`src/rtl/spi6_pkg.sv`:
```
package spi6_pkg;
    typedef enum logic [1:0] {
        ST_IDLE,
        ST_SHIFT,
        ST_REJECT,
        ST_COMMIT
    } link_state_t;
endpackage

```
`src/rtl/spi6_sync.sv`:
```
module spi6_sync #(
    parameter int          W       = 3,
    parameter logic [W-1:0] RST_VAL = '0
) (
    input  logic         clk,
    input  logic         rst,
    input  logic [W-1:0] d,
    output logic [W-1:0] q
);
    logic [W-1:0] stage1;

    always_ff @(posedge clk) begin
        if (rst) begin
            stage1 <= RST_VAL;
            q      <= RST_VAL;
        end else begin
            stage1 <= d;
            q      <= stage1;
        end
    end
endmodule

```
`src/rtl/spi6_link.sv`:
```
module spi6_link
    import spi6_pkg::*;
#(
    parameter int CMD_W     = 8,
    parameter int LONG_BITS = 16,
    parameter int CHAN      = 6
) (
    input  logic            clk,
    input  logic            rst,
    input  logic            sck,
    input  logic            cs_n,
    input  logic            si,
    input  logic [CHAN-1:0] status,
    output logic            so,
    output logic [CHAN-1:0] cmd,
    output logic            commit
);
    localparam int CNT_W = $clog2(LONG_BITS) + 2;
    localparam logic [CNT_W-1:0] CNT_SHORT = CNT_W'(CMD_W);
    localparam logic [CNT_W-1:0] CNT_LONG  = CNT_W'(LONG_BITS);
    localparam logic [CNT_W-1:0] CNT_MAX   = '1;

    link_state_t state, state_nx;
    logic sck_q, cs_q;
    logic sck_rise, sck_fall, cs_fall, cs_rise;
    logic [CNT_W-1:0] bit_cnt;
    logic [CHAN-1:0]  rx;
    logic [CMD_W-1:0] tx;

    assign sck_rise = sck & ~sck_q;
    assign sck_fall = ~sck & sck_q;
    assign cs_fall  = ~cs_n & cs_q;
    assign cs_rise  = cs_n & ~cs_q;

    // state register
    always_ff @(posedge clk) begin
        if (rst) begin
            state <= ST_IDLE;
            sck_q <= 1'b0;
            cs_q  <= 1'b1;
        end else begin
            state <= state_nx;
            sck_q <= sck;
            cs_q  <= cs_n;
        end
    end

    always_comb begin
        state_nx = state;
        unique case (state)
            ST_IDLE:   if (cs_fall) state_nx = sck ? ST_REJECT : ST_SHIFT;
            ST_SHIFT:  if (cs_rise)
                           state_nx = (bit_cnt == CNT_SHORT || bit_cnt == CNT_LONG)
                                      ? ST_COMMIT : ST_IDLE;
            ST_REJECT: if (cs_rise) state_nx = ST_IDLE;
            ST_COMMIT: state_nx = ST_IDLE;
        endcase
    end

    // outputs and datapath
    always_ff @(posedge clk) begin
        if (rst) begin
            bit_cnt <= '0;
            rx      <= '0;
            tx      <= '0;
        end else if (state == ST_IDLE && cs_fall) begin
            bit_cnt <= '0;
            tx      <= {{(CMD_W-CHAN){1'b0}}, status};
        end else if (state == ST_SHIFT) begin
            if (sck_rise) begin
                rx      <= {rx[CHAN-2:0], si};
                bit_cnt <= (bit_cnt == CNT_MAX) ? bit_cnt : bit_cnt + 1'b1;
            end
            if (sck_fall) tx <= {tx[CMD_W-2:0], 1'b0};
        end
    end

    always_comb begin
        so     = tx[CMD_W-1];
        cmd    = rx;
        commit = (state == ST_COMMIT);
    end

    assert_commit_len_R4: assert property (@(posedge clk) disable iff (rst)
        (state == ST_COMMIT) |-> (bit_cnt == CNT_SHORT || bit_cnt == CNT_LONG));

    assert_reject_no_commit_R5: assert property (@(posedge clk) disable iff (rst)
        (state == ST_REJECT) |=> (state != ST_COMMIT));
endmodule

```
`src/rtl/spi6_chan_mux.sv`:
```
module spi6_chan_mux #(
    parameter int CHAN     = 6,
    parameter int PAIR_LEN = 2
) (
    input  logic [CHAN-1:0] latch,
    input  logic [CHAN-1:0] par_in,
    input  logic [1:0]      pwm,
    input  logic            hw_sel,
    output logic [CHAN-1:0] gate
);
    for (genvar i = 0; i < CHAN; i++) begin : g_chan
        if (i < PAIR_LEN) begin : g_low_pair
            assign gate[i] = hw_sel ? (par_in[i] & pwm[0]) : latch[i];
        end else if (i >= CHAN - PAIR_LEN) begin : g_high_pair
            assign gate[i] = hw_sel ? (par_in[i] & pwm[1]) : latch[i];
        end else begin : g_plain
            assign gate[i] = hw_sel ? par_in[i] : latch[i];
        end
    end
endmodule

```
`src/rtl/spi6_drive_ctrl.sv`:
```
module spi6_drive_ctrl #(
    parameter int CMD_W     = 8,
    parameter int LONG_BITS = 16,
    parameter int CHAN      = 6
) (
    input  logic            clk,
    input  logic            rst,
    input  logic            sck,
    input  logic            cs_n,
    input  logic            si,
    output logic            so,
    input  logic [CHAN-1:0] par_in,
    input  logic            pwm_lo,
    input  logic            pwm_hi,
    input  logic            hw_sel,
    input  logic [CHAN-1:0] drain_fault,
    output logic [CHAN-1:0] gate_en
);
    logic [2:0]      pins_s;
    logic [CHAN-1:0] cmd;
    logic [CHAN-1:0] latch;
    logic            commit;

    spi6_sync #(.W(3), .RST_VAL(3'b010)) u_sync (
        .clk (clk),
        .rst (rst),
        .d   ({sck, cs_n, si}),
        .q   (pins_s)
    );

    spi6_link #(.CMD_W(CMD_W), .LONG_BITS(LONG_BITS), .CHAN(CHAN)) u_link (
        .clk    (clk),
        .rst    (rst),
        .sck    (pins_s[2]),
        .cs_n   (pins_s[1]),
        .si     (pins_s[0]),
        .status (drain_fault),
        .so     (so),
        .cmd    (cmd),
        .commit (commit)
    );

    always_ff @(posedge clk) begin
        if (rst)         latch <= '0;
        else if (commit) latch <= cmd;
    end

    spi6_chan_mux #(.CHAN(CHAN), .PAIR_LEN(2)) u_mux (
        .latch  (latch),
        .par_in (par_in),
        .pwm    ({pwm_hi, pwm_lo}),
        .hw_sel (hw_sel),
        .gate   (gate_en)
    );

    assert_latch_hold_R6: assert property (@(posedge clk) disable iff (rst)
        !commit |=> $stable(latch));

    assert_serial_view_R10: assert property (@(posedge clk) disable iff (rst)
        !hw_sel |-> (gate_en == latch));

    assert_plain_pins_R8: assert property (@(posedge clk) disable iff (rst)
        hw_sel |-> (gate_en[3:2] == par_in[3:2]));

    assert_pwm_gate_R9: assert property (@(posedge clk) disable iff (rst)
        (hw_sel && !pwm_lo) |-> (gate_en[1:0] == 2'b00));
endmodule

```
`config.mk`:
```
export PLATFORM = sky130hd
export DESIGN_NAME = spi6_drive_ctrl
export DESIGN_NICKNAME = d
export VERILOG_FILES = /design/src/rtl/spi6_pkg.sv /design/src/rtl/spi6_sync.sv /design/src/rtl/spi6_link.sv /design/src/rtl/spi6_chan_mux.sv /design/src/rtl/spi6_drive_ctrl.sv
export SDC_FILE = /design/constraint.sdc
export NUM_CORES = 1
export LEC_CHECK = 0
export ABC_AREA = 0
export BUFFER_PORTS_ARGS = -buffer_cell sky130_fd_sc_hd__buf_2
export CORE_MARGIN = 3
export CORE_UTILIZATION = 56
export CTS_CLUSTER_DIAMETER = 100
export DETAILED_ROUTE_END_ITERATION = 8
export PLACE_DENSITY = 0.83
export SETUP_SLACK_MARGIN = 0.05
export SLEW_MARGIN = 20
export SYNTH_ARGS = -nofsm -noshare
export SYNTH_HDL_FRONTEND = slang
export SYNTH_SLANG_ARGS = --single-unit
```
`constraint.sdc`:
```
create_clock -name clk -period 3.4 [get_ports clk]
set_input_delay 0.68 -clock clk [delete_from_list [all_inputs] [get_ports clk]]
set_output_delay 0.68 -clock clk [all_outputs]
set_load 0.02 [all_outputs]
```
==> results of run 1 <==
## critical path, stage by stage
cell,delay (ps)
sky130_fd_sc_hd__buf_2,170
sky130_fd_sc_hd__mux2_2,340
sky130_fd_sc_hd__buf_2,160
## cell families (layout without fill, tap and decap cells)
group / count (synthesis) / count (layout) / synth area share
adders and majority gates: 2 / 2 / 0.0160
AOI/OAI and AO/OA: 33 / 33 / 0.131
and+or+nand+nor: 63 / 63 / 0.216
xor gates and xnor gates: 4 / 4 / 0.0225
buffers and inverters: 18 / 40 / 0.0650
DFF: 36 / 36 / 0.462
muxes: 13 / 13 / 0.0882
## final timing paths
check / from / to / slack [ps] / depth (start not counted)
worst max-delay path: hw_sel / gate_en[2] / 1380 / 3
worst min-delay path: u_sync.stage1[1] / u_sync.q[1] / 420 / 1
worst max register to register: u_link.state[0] / u_link.bit_cnt[1] / 1560 / 4
worst min register to register: u_sync.stage1[1] / u_sync.q[1] / 420 / 1
## report_power, final
part,internal (mW),switching (mW)
combinational,0.0244,0.0264
clock,0.117,0.129
sequential,0.429,0.0103
## placed cells by master (no fill, tap or decap), drive strengths merged
master  Yosys  layout
or3         1       1
nand3      11      11
and3        4       4
dfxtp      36      36
o21ai       6       6
nand2      13      13
nor4b       2       2
a221oi      1       1
clkbuf      6       7
nor3b       1       1
xnor2       1       1
ha          2       2
mux2i      10      10
a21oi      13      13
nor2b       6       6
nand4       1       1
nor2       18      18
buf         5      26
and4bb      2       2
mux2        3       3
a211oi      5       5
o211ai      2       2
a41o        1       1
a22oi       5       5
xor2        3       3
or2         4       4
inv         7       7
## layout make-up
cell class | instances | area [um2]
repair buffers | 26 | 130
flip-flops and latches | 36 | 721
inverters | 7 | 26.3
fillers | 219 | 850
well taps | 30 | 37.5
clock buffers | 7 | 65.1
multi-input cells | 115 | 738
## registers in the layout (all words and copies together), names as in the netlist
register,flops
u_link.cs_q,1
u_link.cmd,6
latch,6
u_link.bit_cnt,6
u_sync.stage1,3
u_link.sck_q,1
u_sync.q,3
u_link.state,2
u_link.tx,8
## per-layer routing
metal,routed length (um),vias to the layer above,global-route usage
met5,0,-,0
met4,76,0,0.113
met3,182,7,0.0417
met2,1290,50,0.297
met1,1180,570,0.207
li1,-,627,-
## metrics by stage
step	instances	hold WS (ps)	utilization	instance area [um2]	total power, mW
after CTS	221	429	0.669	1720	0.745
final	221	422	0.669	1720	0.737
after global routing	221	451	0.669	1720	0.769
after detailed placement	214	402	0.644	1650	0.501
after global placement	214	393	0.644	1650	0.497
after floorplan	169	389	-	1560	0.486
==> reports/metrics.yaml, run 1 <==
required_ps: 2720
setup-tns-final_ps: 0
wire_length_per_cell_um: 12.4
data_arrival_time_of_the_worst_path_ps: 1340
clock_insertion_delay_at_the_later_pin_of_the_skew_report_ps: 330
port_buffers: 26
cell_types_with_the_highest_counts_after_synthesis: "36 x sky130_fd_sc_hd__dfxtp_1, 18 x sky130_fd_sc_hd__nor2_1, 13 x sky130_fd_sc_hd__a21oi_1, 13 x sky130_fd_sc_hd__nand2_1, 11 x sky130_fd_sc_hd__nand3_1"
vias_per_cell: 5.67
max_freq_ghz: 0.494
final_layout_size_suffix_gt1_frac: 0.220
ys_seq_area_frac: 0.462
ir_drop_v: 0.000371
slew_violations: 0
final_hold_viol_count: 0
cap_viol_max_count: 0
antenna_left: 0
hold_path_class: "reg2reg"
synth_area_per_cell_um2: 9.23
timing_worst_slew_pin_value_ps: 590
placeableCoreArea_um2: 2570
largest_net_degree_at_the_start_of_global_routing: 30
detailedPlacementHpwl_um: 1960
detailedRoute.firstIterationViolations: 31
routed-via-count: 1254
grt_first_pass_wirelength_um: 4750
cts_root_buffer: "sky130_fd_sc_hd__clkbuf_4"
syn2layout_area_growth_pct: 10.1
ctsResizeCount: 0
antennaDiodeCount: 0
antenna_found_initial: 0
worst-setup-path-type: "in2out"
syn-instance-count: 169
outcome: "completed"
synth-main-ff-cell: "sky130_fd_sc_hd__dfxtp_1"
post-place-ws_ps: 1370
yosysMostFrequentCell: "sky130_fd_sc_hd__dfxtp_1"
grtUsageTotal: 0.179
die_h_um: 58.8
starting_utilization_of_the_core_area: 0.608
synth.area.top_cells: "sky130_fd_sc_hd__dfxtp_1 46%, sky130_fd_sc_hd__mux2i_1 6.4%, sky130_fd_sc_hd__nor2_1 4.3%"
tritoncts: "yes"
cts_htree_levels: 2
synth-edff-count: 0
postCtsHoldBufs: 0
syn-cell-area_um2: 1560
boundaryPins: 27
worst_path_maximum_fanout: 10
synth.largest_area_cell: "sky130_fd_sc_hd__dfxtp_1"
finalWorstPathRequiredPeriod_ps: 2020
die_area_um2: 3460
grt_setup_unrepaired: "no"
yosysWarnings: 0
fin_ws_ps: 1380
cts_sinks: 36
first_pass_detailed_route_iteration_total: 6
p_per_area_nw_per_um2: 429
netlist.area_leader.share: 0.462
ys_types: 31
via_count_of_the_first_global_routing_pass: 1187
end_kind: "output port"
die_w_um: 58.8
post_cts_buffers: 0
power_leakage_nw: 0.670
wl_um: 2730
post-route-drc-count: 0
crit_path_start_kind: "input pin"
max_transition_margin: 0.606
synth-async-reset-ratio: 0
cts-buffers-inserted: 5
finish.net_count: 213
globalplace.congestion: 0.748
grt_remaining_overflow: 0
skew_ps: 6.16
yosys_register_bits: 36
fin_crit_sh: 0.595
site_rows: 18
setup_violations: 0
mappedNetlistNets: 191
max-clock-path-buffers: 2
cts.clk_slew.worst_paths_ps: 100
Note: power is estimated with default switching activity, not from simulation.
==> inputs of run 2 (changes only) <==
--- a/config.mk
+++ b/config.mk
@@ -5,13 +5,13 @@
 export SDC_FILE = /design/constraint.sdc
 export NUM_CORES = 1
 export LEC_CHECK = 0
-export ABC_AREA = 0
+export ABC_AREA = 1
 export BUFFER_PORTS_ARGS = -buffer_cell sky130_fd_sc_hd__buf_2
 export CORE_MARGIN = 3
-export CORE_UTILIZATION = 56
+export CORE_UTILIZATION = 54
 export CTS_CLUSTER_DIAMETER = 100
 export DETAILED_ROUTE_END_ITERATION = 8
-export PLACE_DENSITY = 0.83
+export PLACE_DENSITY = 0.8
 export SETUP_SLACK_MARGIN = 0.05
 export SLEW_MARGIN = 20
 export SYNTH_ARGS = -nofsm -noshare
==> constraint.sdc (replaced) <==
create_clock -name clk -period 1.95 [get_ports clk]
set_input_delay 0.39 -clock clk [delete_from_list [all_inputs] [get_ports clk]]
set_output_delay 0.39 -clock clk [all_outputs]
set_load 0.02 [all_outputs]
==> run 2 against run 1 <==
Sequential power increased by 74%; wire length increased by 1.7%; die area increased by 3.8%; clock power increased by 70%; synthesized area increased by 0.56%; first-iteration DRC count increased by 32%; via count increased by 9.1%; sequential cell count unchanged; critical endpoint is now gate_en[4]; largest cell class unchanged; highest routed layer unchanged.
==> reports/metrics.yaml, run 2 <==
antenna_left: 0
cts.clk_slew.worst_paths_ps: 100
synth_area_per_cell_um2: 7.37
timing_worst_slew_pin_value_ps: 449
cp_top_family: "flip-flops"
finish.net_count: 264
post-route-drc-count: 0
grt_first_pass_wirelength_um: 4770
largest_net_degree_at_the_start_of_global_routing: 18
totalPowerFinal_mw: 1.30
cts_sinks: 36
layout.cells.most_common: "sky130_fd_sc_hd__dfxtp_1"
r2r_slack_ps: 580
syn2layout_area_growth_pct: 13.6
synth-main-ff-cell: "sky130_fd_sc_hd__dfxtp_1"
globalplace.congestion: 0.731
cts-buffers-inserted: 5
synth-async-reset-ratio: 0
ys_types: 23
highest_count_cells_in_the_layout_ignoring_fill_and_taps: "36 x sky130_fd_sc_hd__dfxtp_1, 35 x sky130_fd_sc_hd__nand2_1, 35 x sky130_fd_sc_hd__nor2_1, 26 x sky130_fd_sc_hd__buf_2, 23 x sky130_fd_sc_hd__o21ai_0"
synth-edff-count: 0
p_per_area_nw_per_um2: 727
path_cells: "inv_1, o21ai_0, buf_2"
max-clock-path-buffers: 2
wire_length_per_cell_um: 10.2
die_w_um: 59.9
skew_ps: 5.97
site_rows: 18
die_h_um: 59.9
tritoncts: "yes"
syn-cell-area_um2: 1570
ir_drop_v: 0.000686
synth.largest_area_cell: "sky130_fd_sc_hd__dfxtp_1"
detailedRoute.firstIterationViolations: 41
holdPathEnd: "u_sync.stage1[1]"
routed-via-count: 1368
setup_violations: 0
wl_um: 2780
final_cells: 273
crit_path_start_kind: "flop"
vias_per_cell: 5.01
grt_remaining_overflow: 0
ctsResizeCount: 0
required_ps: 1560
first_pass_detailed_route_iteration_total: 4
place.detailed.instances: 265
cts_root_buffer: "sky130_fd_sc_hd__clkbuf_4"
mappedNetlistNets: 235
yosys_register_bits: 36
data_arrival_time_of_the_worst_path_ps: 1030
via_count_of_the_first_global_routing_pass: 1125
fin_crit_sh: 0.726
fin_ws_ps: 534
starting_utilization_of_the_core_area: 0.601
multi_input_area_um2: 733
cell_types_with_the_highest_counts_after_synthesis: "36 x sky130_fd_sc_hd__dfxtp_1, 35 x sky130_fd_sc_hd__nand2_1, 35 x sky130_fd_sc_hd__nor2_1"
postCtsHoldBufs: 0
antenna_found_initial: 0
setup-tns-final_ps: 0
die_area_um2: 3590
cts_htree_levels: 2
netlist.area_leader.share: 0.459
fin_util: 0.682
largest_register: "u_link.tx"
clock_insertion_delay_at_the_later_pin_of_the_skew_report_ps: 340
detailedPlacementHpwl_um: 1960
finalWorstPathRequiredPeriod_ps: 1420
outcome: "completed"
max_freq_ghz: 0.706
power_leakage_nw: 0.762
slew_violations: 0
worstReg2RegStart: "u_link.bit_cnt[0]"
cp_slowest_stage_delay_ps: 320
hold_depth: 2
worst_path_maximum_fanout: 2
yosysWarnings: 0
synth.area.top_cells: "sky130_fd_sc_hd__dfxtp_1 46%, sky130_fd_sc_hd__nand2_1 8.4%, sky130_fd_sc_hd__nor2_1 8.4%"
hold-worst-slack_ps: 231
worst-path-buf-inv: 2
cap_viol_max_count: 0
slowest_stage: "sky130_fd_sc_hd__dfxtp_1"
max_transition_margin: 0.700
boundaryPins: 27
largest_reg_flops: 8
grtUsageTotal: 0.182
worst-r2r-cell-count: 7
num-fill-cells: 223
final_layout_size_suffix_gt1_frac: 0.193
placeableCoreArea_um2: 2610
antennaDiodeCount: 0
min-delay-start: "cs_n"
syn-instance-count: 213
yosysMostFrequentCell: "sky130_fd_sc_hd__dfxtp_1"
postPlaceCellArea_um2: 1720
hold_path_class: "in2reg"
end_kind: "output port"
final_hold_viol_count: 0
ys_seq_area_frac: 0.459
r2r_end: "u_link.bit_cnt[0]"
worst-setup-path-type: "reg2out"
post-place-ws_ps: 537
post_cts_buffers: 0
storage_cell_area_um2: 721
port_buffers: 26
grt_setup_unrepaired: "no"
final_cell_area_um2: 1780
[run 2: cell count changes after synthesis, sizes merged, moves of 9 or more]
cell	previous run	this run
nand2	13	39
o21ai	6	24
nand3	11	20
mux2i	10	0
nor2	18	39
inv	7	24
[run 2: cell type report]
type	count	share of cell area
Clock buffer	7	0.0309
Clock inverter	1	0.00421
Inverter	25	0.0554
Multi-Input combinational cell	148	0.411
Sequential cell	36	0.404
Tap cell	30	0.0211
Timing Repair Buffer	26	0.0730
[run 2: worst max-delay path by stage]
stage | endpoint | start | depth (start not counted)
2_1_floorplan | gate_en[2] | hw_sel | 2
3_3_place_gp | u_link.bit_cnt[4] | rst | 6
3_5_place_dp | u_link.bit_cnt[4] | rst | 6
4_1_cts | gate_en[4] | latch[4] | 3
5_1_grt | u_link.bit_cnt[2] | u_link.bit_cnt[0] | 7
6_report | gate_en[4] | latch[4] | 3
[run 2: per-layer routing]
layer  vias to the layer above  global-route usage  routed length [um]
met1                       582               0.231                1310
met4                         0               0.127                  54
met2                        34               0.265                1230
met5                         -                   0                   0
li1                        743                   -                   -
met3                         9              0.0475                 186
[run 2: kinds of logic after synthesis]
| logic type | after synthesis | synth area share |
|---|---|---|
| AO/OA/AOI/OAI | 42 | 0.137 |
| buffers and inverters | 29 | 0.0734 |
| flip-flops | 36 | 0.459 |
| XOR/XNOR | 2 | 0.0112 |
| AND/OR/NAND/NOR | 102 | 0.303 |
| adder cells (fa/ha/maj) | 2 | 0.0159 |
[run 2: worst register-to-register path, cell delays in order (launching register included)]
cell,delay [ps]
sky130_fd_sc_hd__dfxtp_1,410
sky130_fd_sc_hd__ha_1,210
sky130_fd_sc_hd__nand2_1,90
sky130_fd_sc_hd__nor2_1,150
sky130_fd_sc_hd__nand2_1,110
sky130_fd_sc_hd__nand2_2,130
sky130_fd_sc_hd__nand2_1,70
sky130_fd_sc_hd__a21oi_1,130
[run 2: power breakdown]
part / internal (mW) / switching, mW
Clock: 0.176 / 0.243
Combinational: 0.0436 / 0.0686
Sequential: 0.753 / 0.0114
